**src/rtl/cml_pkg.sv**
```systemverilog
package cml_pkg;
  typedef enum logic [1:0] {
    MK_PREQ = 2'd0,
    MK_IREP = 2'd1,
    MK_INTV = 2'd2,
    MK_PRSP = 2'd3
  } msg_kind_e;

  localparam int NQ = 4;

  function automatic int queue_depth(input int q, input int outst);
    return (q < 2) ? outst + 1 : outst;
  endfunction
endpackage

```
**src/rtl/cml_fifo.sv**
```systemverilog
module cml_fifo #(
  parameter int DEPTH = 3,
  parameter int W     = 8,
  parameter int CW    = 2
) (
  input  logic          clk,
  input  logic          rst_n,
  input  logic          push_valid,
  output logic          push_ready,
  input  logic [W-1:0]  push_data,
  input  logic          pop_allow,
  output logic          pop_valid,
  input  logic          pop_ready,
  output logic [W-1:0]  pop_data,
  output logic [CW-1:0] count
);
  localparam int PW = (DEPTH > 1) ? $clog2(DEPTH) : 1;

  logic [W-1:0]  store [DEPTH];
  logic [PW-1:0] wr_ptr, rd_ptr;
  logic [CW-1:0] occ;
  logic          do_push, do_pop;

  function automatic logic [PW-1:0] step(input logic [PW-1:0] p);
    return (p == PW'(DEPTH - 1)) ? '0 : p + PW'(1);
  endfunction

  assign push_ready = (occ != CW'(DEPTH));
  assign pop_valid  = (occ != '0) && pop_allow;
  assign pop_data   = store[rd_ptr];
  assign do_push    = push_valid && push_ready;
  assign do_pop     = pop_valid && pop_ready;
  assign count      = occ;

  always_ff @(posedge clk) begin
    if (do_push) store[wr_ptr] <= push_data;
  end

  always_ff @(posedge clk) begin
    if (!rst_n) begin
      wr_ptr <= '0;
      rd_ptr <= '0;
      occ    <= '0;
    end else begin
      if (do_push) wr_ptr <= step(wr_ptr);
      if (do_pop)  rd_ptr <= step(rd_ptr);
      case ({do_push, do_pop})
        2'b10:   occ <= occ + CW'(1);
        2'b01:   occ <= occ - CW'(1);
        default: occ <= occ;
      endcase
    end
  end

  assert_no_overflow_R2: assert property (@(posedge clk) disable iff (!rst_n)
    occ <= CW'(DEPTH));
  assert_full_holds_R2: assert property (@(posedge clk) disable iff (!rst_n)
    (occ == CW'(DEPTH) && !pop_ready) |=> occ == CW'(DEPTH));
  assert_count_up_R7: assert property (@(posedge clk) disable iff (!rst_n)
    (do_push && !do_pop) |=> occ == $past(occ) + CW'(1));
  assert_count_down_R7: assert property (@(posedge clk) disable iff (!rst_n)
    (do_pop && !do_push) |=> occ == $past(occ) - CW'(1));
endmodule

```
**src/rtl/cml_kind_check.sv**
```systemverilog
module cml_kind_check #(
  parameter logic [1:0] EXPECT = 2'd0
) (
  input  logic       clk,
  input  logic       rst_n,
  input  logic       accept,
  input  logic [1:0] kind,
  output logic       err
);
  always_ff @(posedge clk) begin
    if (!rst_n) err <= 1'b0;
    else        err <= accept && (kind != EXPECT);
  end

  assert_flag_follows_R8: assert property (@(posedge clk) disable iff (!rst_n)
    (accept && kind != EXPECT) |=> err);
  assert_flag_quiet_R8: assert property (@(posedge clk) disable iff (!rst_n)
    !accept |=> !err);
endmodule

```
**src/rtl/cml_gate.sv**
```systemverilog
module cml_gate (
  input  logic [3:0] has_room,
  input  logic       grant,
  output logic [3:0] allow
);
  always_comb begin
    allow[cml_pkg::MK_PREQ] = has_room[cml_pkg::MK_PRSP];
    allow[cml_pkg::MK_IREP] = grant;
    allow[cml_pkg::MK_INTV] = has_room[cml_pkg::MK_IREP];
    allow[cml_pkg::MK_PRSP] = 1'b1;
  end
endmodule

```
**src/rtl/cache_msg_link.sv**
```systemverilog
module cache_msg_link #(
  parameter int OUTST  = 2,
  parameter int ADDR_W = 8,
  parameter int TAG_W  = 4,
  localparam int MSG_W = 2 + ADDR_W + TAG_W,
  localparam int CW    = $clog2(OUTST + 2)
) (
  input  logic             clk,
  input  logic             rst_n,
  input  logic             up_req_valid,
  output logic             up_req_ready,
  input  logic [MSG_W-1:0] up_req_msg,
  input  logic             up_rep_valid,
  output logic             up_rep_ready,
  input  logic [MSG_W-1:0] up_rep_msg,
  input  logic             dn_intv_valid,
  output logic             dn_intv_ready,
  input  logic [MSG_W-1:0] dn_intv_msg,
  input  logic             dn_rsp_valid,
  output logic             dn_rsp_ready,
  input  logic [MSG_W-1:0] dn_rsp_msg,
  output logic             l2_req_valid,
  input  logic             l2_req_ready,
  output logic [MSG_W-1:0] l2_req_msg,
  input  logic             bus_grant,
  output logic             bus_rep_valid,
  input  logic             bus_rep_ready,
  output logic [MSG_W-1:0] bus_rep_msg,
  output logic             l1_intv_valid,
  input  logic             l1_intv_ready,
  output logic [MSG_W-1:0] l1_intv_msg,
  output logic             l1_rsp_valid,
  input  logic             l1_rsp_ready,
  output logic [MSG_W-1:0] l1_rsp_msg,
  output logic [CW-1:0]    cnt_up_req,
  output logic [CW-1:0]    cnt_up_rep,
  output logic [CW-1:0]    cnt_dn_intv,
  output logic [CW-1:0]    cnt_dn_rsp,
  output logic [3:0]       type_err
);
  import cml_pkg::*;

  logic [3:0]       in_v, in_r, out_v, out_r, allow;
  logic [MSG_W-1:0] in_d  [NQ];
  logic [MSG_W-1:0] out_d [NQ];
  logic [CW-1:0]    occ   [NQ];

  assign in_v = {dn_rsp_valid, dn_intv_valid, up_rep_valid, up_req_valid};
  assign in_d[MK_PREQ] = up_req_msg;
  assign in_d[MK_IREP] = up_rep_msg;
  assign in_d[MK_INTV] = dn_intv_msg;
  assign in_d[MK_PRSP] = dn_rsp_msg;
  assign {dn_rsp_ready, dn_intv_ready, up_rep_ready, up_req_ready} = in_r;

  assign out_r = {l1_rsp_ready, l1_intv_ready, bus_rep_ready, l2_req_ready};
  assign {l1_rsp_valid, l1_intv_valid, bus_rep_valid, l2_req_valid} = out_v;
  assign l2_req_msg  = out_d[MK_PREQ];
  assign bus_rep_msg = out_d[MK_IREP];
  assign l1_intv_msg = out_d[MK_INTV];
  assign l1_rsp_msg  = out_d[MK_PRSP];

  assign cnt_up_req  = occ[MK_PREQ];
  assign cnt_up_rep  = occ[MK_IREP];
  assign cnt_dn_intv = occ[MK_INTV];
  assign cnt_dn_rsp  = occ[MK_PRSP];

  cml_gate u_gate (
    .has_room (in_r),
    .grant    (bus_grant),
    .allow    (allow)
  );

  for (genvar q = 0; q < NQ; q++) begin : g_queue
    localparam int QD = queue_depth(q, OUTST);

    cml_fifo #(.DEPTH(QD), .W(MSG_W), .CW(CW)) u_fifo (
      .clk        (clk),
      .rst_n      (rst_n),
      .push_valid (in_v[q]),
      .push_ready (in_r[q]),
      .push_data  (in_d[q]),
      .pop_allow  (allow[q]),
      .pop_valid  (out_v[q]),
      .pop_ready  (out_r[q]),
      .pop_data   (out_d[q]),
      .count      (occ[q])
    );

    cml_kind_check #(.EXPECT(2'(q))) u_kind (
      .clk    (clk),
      .rst_n  (rst_n),
      .accept (in_v[q] && in_r[q]),
      .kind   (in_d[q][MSG_W-1 -: 2]),
      .err    (type_err[q])
    );
  end

  assert_req_needs_rsp_room_R3: assert property (@(posedge clk) disable iff (!rst_n)
    (l2_req_valid && l2_req_ready) |-> cnt_dn_rsp < CW'(OUTST));
  assert_rsp_ungated_R4: assert property (@(posedge clk) disable iff (!rst_n)
    (cnt_dn_rsp != '0) |-> l1_rsp_valid);
  assert_intv_needs_rep_room_R5: assert property (@(posedge clk) disable iff (!rst_n)
    (l1_intv_valid && l1_intv_ready) |-> cnt_up_rep < CW'(OUTST + 1));
  assert_rep_needs_grant_R6: assert property (@(posedge clk) disable iff (!rst_n)
    (bus_rep_valid && bus_rep_ready) |-> bus_grant);
  assert_start_space_R9: assert property (@(posedge clk) disable iff (!rst_n)
    (cnt_dn_rsp == CW'(OUTST) && l1_rsp_ready) |-> !l2_req_valid);
endmodule

```
**config.mk**
```make
export PLATFORM = sky130hd
export DESIGN_NAME = cache_msg_link
export DESIGN_NICKNAME = d
export VERILOG_FILES = /design/src/rtl/cml_pkg.sv /design/src/rtl/cml_fifo.sv /design/src/rtl/cml_kind_check.sv /design/src/rtl/cml_gate.sv /design/src/rtl/cache_msg_link.sv
export SDC_FILE = /design/constraint.sdc
export NUM_CORES = 1
export LEC_CHECK = 0
export CORE_MARGIN = 4
export CORE_UTILIZATION = 56
export DETAILED_ROUTE_END_ITERATION = 8
export DONT_BUFFER_PORTS = 1
export GPL_ROUTABILITY_DRIVEN = 1
export PLACE_DENSITY = 0.74
export SETUP_SLACK_MARGIN = 0.2
export SLEW_MARGIN = 40
export SYNTH_ARGS = -nofsm -noshare
export SYNTH_HDL_FRONTEND = slang
export SYNTH_HIERARCHICAL = 1
export SYNTH_SLANG_ARGS = --single-unit
```
**constraint.sdc**
```tcl
create_clock -name clk -period 2.2 [get_ports clk]
set_input_delay 0.44 -clock clk [delete_from_list [all_inputs] [get_ports clk]]
set_output_delay 0.44 -clock clk [all_outputs]
set_load 0.01 [all_outputs]
```
Yosys cells after proc, flatten, opt, wreduce, memory -nomap -nowiden
Memories as Yosys holds them, arrays and structs flattened. A register that Yosys moved wholly into a read port is not among the register bits.
Index checks and enable logic that the tools add are counted.
{ "word_totals": {"reg_bits": 24, "mem_bits_rw": 140, "input_bits": 67, "out_inout_bits": 76, "elab_cells": 107, "n_memories": 4} }
{ "mem_list": {"columns": ["name", "words", "word_bits", "rd", "rd_ports_with_merged_regs", "write_ports", "line", "source"], "rows": [
  ["g_queue[0].u_fifo.store", 3, 14, 1, 1, 1, "cml_fifo.sv:19", "logic [W-1:0] store [DEPTH];"],
  ["g_queue[1].u_fifo.store", 3, 14, 1, 1, 1, "cml_fifo.sv:19", null],
  ["g_queue[2].u_fifo.store", 2, 14, 1, 1, 1, "cml_fifo.sv:19", null],
  ["g_queue[3].u_fifo.store", 2, 14, 1, 1, 1, "cml_fifo.sv:19", null]
]} }
{ "classes": {"n_addsub": 16, "eq_ne": 19, "mux": 28, "reduce_logical": 24} }
{ "ops": {"columns": ["operator", "n"], "rows": [
  ["$reduce_bool A2 Y1", 9],
  ["$add A2 B1 Y2 const B", 8],
  ["$eq A2 B2 Y1 const B", 8],
  ["$mux W1", 16],
  ["$mux W2", 8],
  ["$pmux W2 S2", 4],
  ["$logic_and A1 B1 Y1", 15],
  ["$ne A2 B2 Y1 const B", 6],
  ["$eq A2 B1 Y1 const B", 4],
  ["$sub A2 B1 Y2 const B", 4],
  ["$add A1 B1 Y1 const B", 4],
  ["$ne A2 B1 Y1 const B", 1]
]} }

Longest topological paths before layout
Gate-level depths: netlist of run 1.
{ "depth": {"word_depth": 5, "depth_mapped": 8} }

Modules after synthesis
The synthesis of run 1 kept the hierarchy.
{ "modules_own_cells": {"columns": ["module", "instances", "cells_per_inst", "area_each_um2"], "rows": [
  ["cml_fifo (g_queue[2].u_fifo ...)", 2, 67, 1242.4],
  ["cml_fifo (g_queue[0].u_fifo)", 1, 124, 1914.3],
  ["cml_fifo (g_queue[1].u_fifo)", 1, 124, 1913.1],
  ["cml_kind_check (g_queue[1].u_kind ...)", 2, 4, 36.3],
  ["cml_gate", 1, 5, 33.8],
  ["cml_kind_check (g_queue[3].u_kind)", 1, 3, 32.5],
  ["cml_kind_check (g_queue[0].u_kind)", 1, 2, 30.0],
  ["cache_msg_link", 1, 4, 25.0]
]} }

Worst setup path before layout of run 1
Ideal clock, no wire load.
{ "synth_path": {"path_kind": "register to register", "from": "reg g_queue[0].u_fifo.occ[0]", "to": "mem g_queue[0].u_fifo/store[2][0] (netlist bit) (enable)", "setup_time_ps": 406, "arrival_time_ps": 1805, "required_time_ps": 1794, "path_slack_ps": -11, "path_stages_with_launch": 4, "period_less_slack_ps": 2211, "cell_sequence": "dfxtp_1 > buf_6 > a21bo_4 > nor3b_1"} }
{ "synth_between": {"elab_chain_cells": 4} }
{ "synth_rtl": {"columns": ["element", "line", "source"], "rows": [
  ["start: declaration", "cml_fifo.sv:21", "logic [CW-1:0] occ;"],
  ["start signal: assignment", "cml_fifo.sv:48", "2'b10: occ <= occ + CW'(1);"],
  ["start signal: assignment", "cml_fifo.sv:49", "2'b01: occ <= occ - CW'(1);"],
  ["$ne A2 B2 Y1", "cml_fifo.sv:28", "assign push_ready = (occ != CW'(DEPTH));"],
  ["$logic_and A1 B1 Y1", "cml_fifo.sv:31", "assign do_push = push_valid && push_ready;"],
  ["$mux W1", "cml_fifo.sv:36", "if (do_push) store[wr_ptr] <= push_data;"],
  ["$mux W1 (implied by the code)", "cml_fifo.sv:36", null],
  ["end: declaration", "cml_fifo.sv:19", null]
]} }
No other way between the ends.

Final worst setup path of run 1
{ "layout_path": {"from": "reg g_queue[1].u_fifo.occ[1]", "to": "out l1_intv_valid"} }
{ "layout_between": {"elab_chain_cells": 2} }
{ "layout_rtl": {"columns": ["element", "line", "source"], "rows": [
  ["start: declaration", "cml_fifo.sv:21", null],
  ["start signal: assignment", "cml_fifo.sv:48", null],
  ["start signal: assignment", "cml_fifo.sv:49", null],
  ["$ne A2 B2 Y1", "cml_fifo.sv:28", null],
  ["$logic_and A1 B1 Y1", "cml_fifo.sv:29", "assign pop_valid = (occ != '0) && pop_allow;"],
  ["end: declaration", "cache_msg_link.sv:29", "output logic l1_intv_valid,"]
]} }
No other way between the ends.

==> results of run 1 <==
## metrics by stage
| step | area, µm² | hold slack (ns) | util, % | power [mW] |
|---|---|---|---|---|
| final | 7280 | 0.106 | 63.7 | 8.13 |
| after detailed placement | 6720 | 0.506 | 58.8 | 5.49 |
| after CTS | 7280 | 0.0848 | 63.7 | 8.22 |
| after global routing | 7280 | 0.0804 | 63.7 | 8.50 |
| after global placement | 6720 | 0.507 | 58.8 | 5.44 |
| after floorplan | 6520 | 0.479 | - | 5.16 |
## registers in the layout, summed over array words and instances (netlist names), named ones only
name / flops
g_queue.u_fifo/rd_ptr: 6
g_queue.u_fifo/wr_ptr: 6
g_queue.u_fifo/count: 8
g_queue.u_kind/err: 4
g_queue.u_fifo/store: 140
## synthesized netlist by cell type, types with 6 or more instances
master / count / share of area, %
sky130_fd_sc_hd__mux2i_1: 28 / 4.3
sky130_fd_sc_hd__o21a_1: 8 / 0.92
sky130_fd_sc_hd__xnor2_1: 10 / 1.3
sky130_fd_sc_hd__o21ai_0: 36 / 2.8
sky130_fd_sc_hd__inv_1: 6 / 0.35
sky130_fd_sc_hd__dfxtp_1: 30 / 9.2
sky130_fd_sc_hd__buf_2: 7 / 0.54
sky130_fd_sc_hd__mux2_2: 28 / 4.8
sky130_fd_sc_hd__and2_1: 12 / 1.2
sky130_fd_sc_hd__edfxtp_1: 140 / 65
sky130_fd_sc_hd__buf_4: 6 / 0.69
sky130_fd_sc_hd__nand2_1: 37 / 2.1
## routing by layer
layer / track usage (%) / wire length [µm]
met5: 0 / 0
met4: 6.96 / 151
met3: 7.26 / 1140
met2: 27.7 / 5510
met1: 21.3 / 4570
## cell families after synthesis
| group | count (synthesis) | synth area share [%] |
|---|---|---|
| AOI/OAI and AO/OA | 62 | 6.29 |
| xor gates and xnor gates | 10 | 1.35 |
| adders and majority gates | 4 | 0.769 |
| buffers and inverters | 24 | 2.10 |
| DFF | 170 | 73.8 |
| muxes | 56 | 9.15 |
| other | 1 | 0.0576 |
| and+or+nand+nor | 77 | 6.44 |
## worst max-delay path: cells and delay by family, from the launching register on
family	cells	cell delay, ns
simple gates	1	0.20
buf+inv	1	0.21
compound gates	1	0.16
flops	1	0.50
## layout make-up
cell class                 instances  area (µm²)  share of cell area [%]
inverter                           6        22.5                   0.309
clock buffer                      26         520                    7.15
multi-input combinational        210        1580                    21.6
tap                              143         179                    2.46
timing repair buffer              18         135                    1.86
sequential                       170        4810                    66.1
clock inverter                     6        37.5                   0.516
## power by group
part	total (mW)	switching (mW)	internal [mW]	leakage (nW)
registers	4.07	0.208	3.86	1.55
clock network	2.72	1.10	1.63	0.267
logic	1.34	0.786	0.553	0.623
## cells in the final DEF, fill, tap and decap left out
cell type,synthesis,final
sky130_fd_sc_hd__edfxtp_1,140,140
sky130_fd_sc_hd__nand2_1,37,37
sky130_fd_sc_hd__o21ai_0,36,30
sky130_fd_sc_hd__mux2i_1,28,28
sky130_fd_sc_hd__dfxtp_1,30,28
sky130_fd_sc_hd__mux2_2,28,28
sky130_fd_sc_hd__clkbuf_16,0,18
sky130_fd_sc_hd__buf_4,6,18
sky130_fd_sc_hd__and2_1,12,12
sky130_fd_sc_hd__xnor2_1,10,10
sky130_fd_sc_hd__o21a_1,8,8
sky130_fd_sc_hd__inv_1,6,6
sky130_fd_sc_hd__o21ai_1,0,6
sky130_fd_sc_hd__clkbuf_8,0,4
sky130_fd_sc_hd__clkbuf_1,3,4
sky130_fd_sc_hd__nand3_1,4,4
sky130_fd_sc_hd__nand3b_1,4,4
sky130_fd_sc_hd__or3_1,4,4
sky130_fd_sc_hd__a21boi_1,4,4
sky130_fd_sc_hd__ha_1,4,4
sky130_fd_sc_hd__nor2b_1,4,4
sky130_fd_sc_hd__clkinvlp_4,0,3
sky130_fd_sc_hd__clkinv_2,0,3
sky130_fd_sc_hd__o211a_1,3,3
sky130_fd_sc_hd__a21oi_2,3,3
sky130_fd_sc_hd__o211ai_1,2,2
sky130_fd_sc_hd__a21bo_4,2,2
sky130_fd_sc_hd__nor3_2,2,2
sky130_fd_sc_hd__nor3b_2,0,2
sky130_fd_sc_hd__nor3b_4,2,2
sky130_fd_sc_hd__nor2_1,2,2
sky130_fd_sc_hd__nand2b_1,2,2
sky130_fd_sc_hd__and3_1,2,2
sky130_fd_sc_hd__a21bo_2,2,2
sky130_fd_sc_hd__a21boi_0,2,2
sky130_fd_sc_hd__dfxtp_2,0,2
sky130_fd_sc_hd__conb_1,1,1
## final timing paths
path	endpoint	cells past startpoint	startpoint	slack, ns
setup reg to reg	g_queue[2].u_fifo/count[1]	5	g_queue[1].u_fifo/count[1]	0.37
setup / recovery	l1_intv_valid	3	g_queue[1].u_fifo/count[1]	0.28
hold reg to reg	g_queue[1].u_fifo/rd_ptr[1]	2	g_queue[1].u_fifo/rd_ptr[1]	0.52
hold / removal	g_queue[3].u_kind/err	1	dn_rsp_msg[13]	0.11
## what timing repair did
item / in CTS / in global routing
gates cloned: 0 / 0
endpoints found under the setup margin: 28 / 6
resized for setup: 2 / 6
==> impl_summary.txt, run 1 <==
----------------------------------------------------
[Power and ir drop]
  Static leakage power ... 2.44 nW
  Pwr per Cell Area ... 1120 mW/mm²
  Highest ir drop seen on vdd ... 0.704 mV

[Yosys]
  Leading register cell type out of synthesis ... sky130_fd_sc_hd__edfxtp_1
  Warning count from the yosys run ... 6
  Total nets after synthesis ... 475
  Count of flip-flops with a built-in enable after synthesis ... 140
  Number of distinct library cells after synthesis ... 33
  Average cell area after synthesis ... roughly 16 µm²
  Post-synthesis cell count ... 404
  Yosys reg bits ... 170
  Area of the mapped netlist ... about 0.0065 mm²
  Ys async rst share ... 0%
  Sequential share of the synthesized area ... approximately 74%

[GRT]
  Residual overflow from global routing ... 0
  Wire length of the first global-routing pass ... 17500 µm
  Initial antenna violation count ... 0
  Number of global-route vias before repair ... 3359
  Maximum number of pins on one net before global-route repair ... 31
  GRT Total Usage ... 17.4%

[Floorplan]
  Initial cell density of the core ... 57.0%
  Number of primary I/O pins ... roughly 140
  Standard-cell row count ... 39
  Horizontal extent of the die ... 116 µm
  Area enclosed by the die boundary ... 0.0134 mm²
  Vertical die dimension ... 116 µm
  Placeable core region ... 0.0114 mm²

[Worst setup path]
  Largest stage delay on the critical path ... 0.50 ns
  Biggest fanout along the worst timing path ... 7
  Startpoint type of the worst setup path ... flip-flop
  Worst endpoint data arrival time ... ~1.5 ns
  Cell breakdown of the critical path ... nand2_1 -> buf_4 -> o21a_1
  Endpoint class of the critical path ... output port
  Cell with the largest stage delay on the worst path ... sky130_fd_sc_hd__dfxtp_1
  Kind of critical path ... reg -> out
  Critical Path RT ... 1.76 ns

[Routing]
  Final routed wirelength across all metal layers ... 11400 µm
  ANT nets after route ... 0
  Violation count after the first detailed-routing iteration ... 220
  Total iterations of the first detailed-routing run ... 4
  Number of design rule violations left after detail routing ... 0
  Average wire length per cell after detail routing ... 19.6 µm
  Vias per cell ... ~5.6
  Via Count ... 3216

[Clocking]
  Number of clock buffers inserted by TritonCTS ... 17
  Clock latency at the later pin of the worst-skew pair ... approximately 0.41 ns
  CTS clk-pin slew, worst paths ... 0.06 ns
  Number of clock sinks ... 170
  H-tree depth ... 4
  Deepest clock path buffer count ... 2
  TritonCTS clock tree ... built
  Total setup buffers inserted after CTS ... 0
  CTS Hold Buffers Added ... 0
  Library cell used as clock root buffer ... sky130_fd_sc_hd__clkbuf_16

[Status]
  Run status ... finished, final reports clean

[Place]
  GPL Wtd Cong ... 0.764
  Worst setup slack before clock tree synthesis ... 0.379 ns
  Number of buffer cells added on primary ports ... 0
  Number of cells after detailed placement ... 547
  Half-perimeter wire length of the detailed placement result ... 7910 µm

[Finish]
  Number of filler instances in the final layout ... 862
  Antenna diode count ... 0
  Non-filler cells in the finished layout ... 579
  Area growth from synthesis to layout ... 11.8%
  Layout cell share with drive strength beyond 1 ... 20.4%
  Net count reported at finish ... just under 500

[Timing]
  Total Negative Setup Slacks ... 0 ns
  Worst slew pin tran ... approximately 0.64 ns
  RSZ-0062 raised after global routing ... no
  Achievable Freq ... 520 MHz
  Final number of setup-violating endpoints ... 0
  Final count of pins violating max slew ... 0
  Period minus WS final ... 1.92 ns
  Worst slew margin ... 57.1%
  Final number of hold-violating endpoints ... 0
  Final Skew ... 0.00767 ns
  Portion of the clock cycle consumed by the worst path in the final layout ... between 80 and 90%
  Final setup slack of the worst path ... 0.276 ns

[Run]
  # Max-Cap Violations ... 0

[Min path]
  Classification of the worst-slack hold path ... in -> reg

----------------------------------------------------
(Power assumes the default switching activity.)
==> run 2: changes to the inputs <==
--- a/config.mk
+++ b/config.mk
@@ -5,6 +5,7 @@
 export SDC_FILE = /design/constraint.sdc
 export NUM_CORES = 1
 export LEC_CHECK = 0
+export ABC_AREA = 1
 export CORE_MARGIN = 4
 export CORE_UTILIZATION = 56
 export DETAILED_ROUTE_END_ITERATION = 8
==> run 2 against run 1 <==
Against the previous run:
- global-route usage is 1.4 points higher
- final area rose by 0.58%
- clock skew decreased by 0.0028 ns
- register-to-register slack better by 0.07 ns
- synthesized area grew 0.50%
- power is 1.1% higher
- sequential share of layout area down 0.37 points
- combinational power fell by 7%
- flip-flop and latch count is the same
- first-iteration DRC count shrank 7.7%
- synthesized cell count rose by 24%
==> impl_summary.txt, run 2 <==
----------------------------------------------------
[Finish]
  Most common cell after layout, fill and taps aside ... sky130_fd_sc_hd__edfxtp_1
  Register name with the most flops ... g_queue.u_fifo/store
  Net count reported at finish ... 588
  Number of flip-flops in the largest register ... 140
  Area growth from synthesis to layout ... 11.9%
  Leading cell types in the layout, fill and taps excluded ... sky130_fd_sc_hd__edfxtp_1, sky130_fd_sc_hd__nand2_1, sky130_fd_sc_hd__a21oi_1
  Layout cell share with drive strength beyond 1 ... between 15 and 20%
  Utilization after layout ... 64.1%
  Antenna diode count ... 0

[Yosys]
  Warning count from the yosys run ... 6
  Yosys reg bits ... 170
  Share of Yosys cell area claimed by the top area cell type ... 64.3%
  Number of distinct library cells after synthesis ... 25
  Sequential share of the synthesized area ... 73.5%
  Leading post-synthesis cells by instance count ... sky130_fd_sc_hd__edfxtp_1, sky130_fd_sc_hd__nand2_1, sky130_fd_sc_hd__a21oi_1
  Leading register cell type out of synthesis ... sky130_fd_sc_hd__edfxtp_1
  Library cell with the highest instance count after synthesis ... sky130_fd_sc_hd__edfxtp_1
  Ys async rst share ... 0%
  Total nets after synthesis ... 573
  Post-synthesis cell count ... 502
  Dominant cell type by area after synthesis ... sky130_fd_sc_hd__edfxtp_1
  Average cell area after synthesis ... ~13 µm²
  Most area-consuming cells after synthesis ... sky130_fd_sc_hd__edfxtp_1, sky130_fd_sc_hd__dfxtp_1, sky130_fd_sc_hd__a21oi_1
  Area of the mapped netlist ... 0.00654 mm²
  Count of flip-flops with a built-in enable after synthesis ... 140

[Power and ir drop]
  Static leakage power ... roughly 2.7 nW
  Comb power frac ... 15.2%
  Sequential cell fraction of total power ... 49.3%
  Pwr per Cell Area ... approximately 1100 mW/mm²
  Proportion of power drawn by the clock network ... 35.5%
  Switching part of the total ... 27.3%
  Cell-internal power ... around 6.0 mW
  Highest ir drop seen on vdd ... 0.666 mV
  Switching pwr ... 2.25 mW

[Worst setup path]
  Setup slack of the most critical reg-to-reg path ... about 0.44 ns
  Biggest fanout along the worst timing path ... 15
  Cell breakdown of the critical path ... clkinvlp_4 -> buf_4 -> nand2_1 -> a21oi_1
  Startpoint type of the worst setup path ... flip-flop
  Total stage count of the critical path ... 4
  Kind of critical path ... reg -> out
  Worst endpoint data arrival time ... ~1.5 ns
  Largest stage delay on the critical path ... 0.41 ns
  Kind of cell adding the most delay to the critical path ... flip-flops
  Worst R2R Start ... g_queue[3].u_fifo/count[0]
  Crit Reg-Reg Endpoint ... g_queue[0].u_fifo/count[1]
  Critical Path RT ... 1.76 ns
  Critical path endpoint ... l2_req_msg[4]
  Endpoint class of the critical path ... output port
  Worst path buffer plus inverter count ... 2
  Cell with the largest stage delay on the worst path ... sky130_fd_sc_hd__dfxtp_2
  Worst-case reg-to-reg path depth ... 9

[Routing]
  Violation count after the first detailed-routing iteration ... 203
  Vias per cell ... 5.43
  Average wire length per cell after detail routing ... between 15 and 20 µm
  Number of design rule violations left after detail routing ... 0
  ANT nets after route ... 0
  Final routed wirelength across all metal layers ... 12200 µm
  Total iterations of the first detailed-routing run ... 4
  Via Count ... 3656

[Floorplan]
  Number of primary I/O pins ... roughly 140
  Placeable core region ... roughly 0.011 mm²
  Vertical die dimension ... between 100 and 150 µm
  Standard-cell row count ... 39
  Area enclosed by the die boundary ... around 0.013 mm²
  Horizontal extent of the die ... 116 µm
  Initial cell density of the core ... a little under three fifths

[Timing]
  Final number of setup-violating endpoints ... 0
  Achievable Freq ... 524 MHz
  Final count of pins violating max slew ... 0
  Total Negative Setup Slacks ... 0 ns
  RSZ-0062 raised after global routing ... no
  Worst hold margin ... between 0.1 and 0.15 ns
  Final number of hold-violating endpoints ... 0
  Period minus WS final ... 1.91 ns
  Portion of the clock cycle consumed by the worst path in the final layout ... 86.7%
  Worst slew pin tran ... 0.617 ns
  Final Skew ... between 0.004 and 0.005 ns
  Worst slew margin ... between 50% and 60%

[Clocking]
  Number of clock buffers inserted by TritonCTS ... 17
  Number of clock sinks ... 170
  CTS clk-pin slew, worst paths ... 0.06 ns
  TritonCTS clock tree ... built
  Deepest clock path buffer count ... 2
  H-tree depth ... 4
  CTS Hold Buffers Added ... 0
  Library cell used as clock root buffer ... sky130_fd_sc_hd__clkbuf_16
  Clock latency at the later pin of the worst-skew pair ... 0.42 ns

[GRT]
  Number of global-route vias before repair ... 3866
  Initial antenna violation count ... 0
  Wire length of the first global-routing pass ... around 19000 µm
  GRT Total Usage ... 18.8%
  Maximum number of pins on one net before global-route repair ... 21
  Residual overflow from global routing ... 0

[Place]
  GPL Wtd Cong ... 0.750
  Number of buffer cells added on primary ports ... 0
  Half-perimeter wire length of the detailed placement result ... 8220 µm

[Run]
  # Max-Cap Violations ... 0

[Min path]
  Classification of the worst-slack hold path ... in -> reg

[Status]
  Run status ... finished, final reports clean

----------------------------------------------------
-- run 2: cell types whose count changed in the layout (fill, tap and decap cells not counted), sizes merged, moves of 6 or more --
cell | before | now
a21oi | 3 | 68
nor2 | 2 | 65
nand2 | 37 | 79
inv | 6 | 45
o21ai | 36 | 2
mux2i | 28 | 0
and2 | 12 | 0
xnor2 | 10 | 0
buf | 18 | 10
nand4 | 0 | 8
clkbuf | 26 | 19
a21boi | 6 | 0
-- run 2: layer usage --
metal	up-vias	wire length [µm]	global-route usage (%)	part of all wire, %
li1	1767	-	-	-
met1	1754	4470	20.9	37
met2	122	6350	31.7	52
met3	13	1170	7.94	9.6
met4	0	187	7.97	1.5
met5	-	0	0	0
-- run 2: through the flow --
stage               area [µm²]  worst slack [ns]  power (mW)  cells
CTS                       7310             0.232        8.29    672
finish                    7320             0.293        8.22    673
floorplan                 6550             0.464        5.07    502
global placement          6700             0.549        5.29    640
global route              7320             0.192        8.62    673
detailed placement        6700             0.436        5.36    640
-- run 2: worst min-delay path by stage --
stage | start | endpoint | slack [ns] | cells after the start
2_1_floorplan | g_queue[0].u_fifo/wr_ptr[1] | g_queue[0].u_fifo/wr_ptr[1] | 0.44 | 2
3_3_place_gp | g_queue[0].u_fifo/wr_ptr[1] | g_queue[0].u_fifo/wr_ptr[1] | 0.45 | 2
3_5_place_dp | g_queue[0].u_fifo/wr_ptr[1] | g_queue[0].u_fifo/wr_ptr[1] | 0.47 | 2
4_1_cts | up_rep_msg[12] | g_queue[1].u_kind/err | 0.08 | 1
5_1_grt | dn_intv_msg[13] | g_queue[2].u_kind/err | 0.08 | 1
6_report | up_rep_msg[12] | g_queue[1].u_kind/err | 0.10 | 1
-- run 2: logic make-up (layout without fill, tap and decap cells) --
family | count (synthesis) | after routing | share of synthesized area [%]
DFF | 170 | 170 | 73.5
xor gates and xnor gates | 2 | 2 | 0.268
other | 1 | 1 | 0.0574
adders and majority gates | 4 | 4 | 0.765
and+or+nand+nor | 162 | 162 | 10.5
buffers and inverters | 61 | 89 | 4.19
AOI/OAI and AO/OA | 74 | 74 | 5.93
muxes | 28 | 28 | 4.82
-- run 2: power groups by stage --
| stage | Combinational, mW | Clock, mW | Sequential (mW) |
|---|---|---|---|
| global route | 1.39 | 3.14 | 4.09 |
| detailed placement | 1.25 | 0 | 4.11 |
| finish | 1.25 | 2.92 | 4.05 |
| CTS | 1.26 | 2.98 | 4.05 |
| global placement | 1.20 | 0 | 4.09 |
| floorplan | 1.04 | 0 | 4.03 |
-- run 2: layout make-up --
cell class                      instances  area (µm²)
Inverter                               47         191
Timing Repair Buffer                   10        75.1
Sequential cell                       170        4810
Clock buffer                           19         453
Tap cell                              143         179
Multi-Input combinational cell        271        1470
Fill cell                             867        4100
Clock inverter                         13         143
-- run 2: repair_timing --
| action | CTS | global route |
|---|---|---|
| setup endpoints to repair | 46 | 14 |
| gates resized for setup | 6 | 1 |
| setup buffers | 0 | 1 |
-- run 2: worst reg2reg max path, stage by stage (launching register included) --
cell	delay [ns]
sky130_fd_sc_hd__dfxtp_1	0.45
sky130_fd_sc_hd__inv_2	0.10
sky130_fd_sc_hd__nand2_2	0.21
sky130_fd_sc_hd__nand3_2	0.16
sky130_fd_sc_hd__inv_1	0.08
sky130_fd_sc_hd__ha_1	0.24
sky130_fd_sc_hd__a21oi_1	0.19
sky130_fd_sc_hd__nand3_1	0.10
sky130_fd_sc_hd__nand2_1	0.07
sky130_fd_sc_hd__nor2_1	0.04
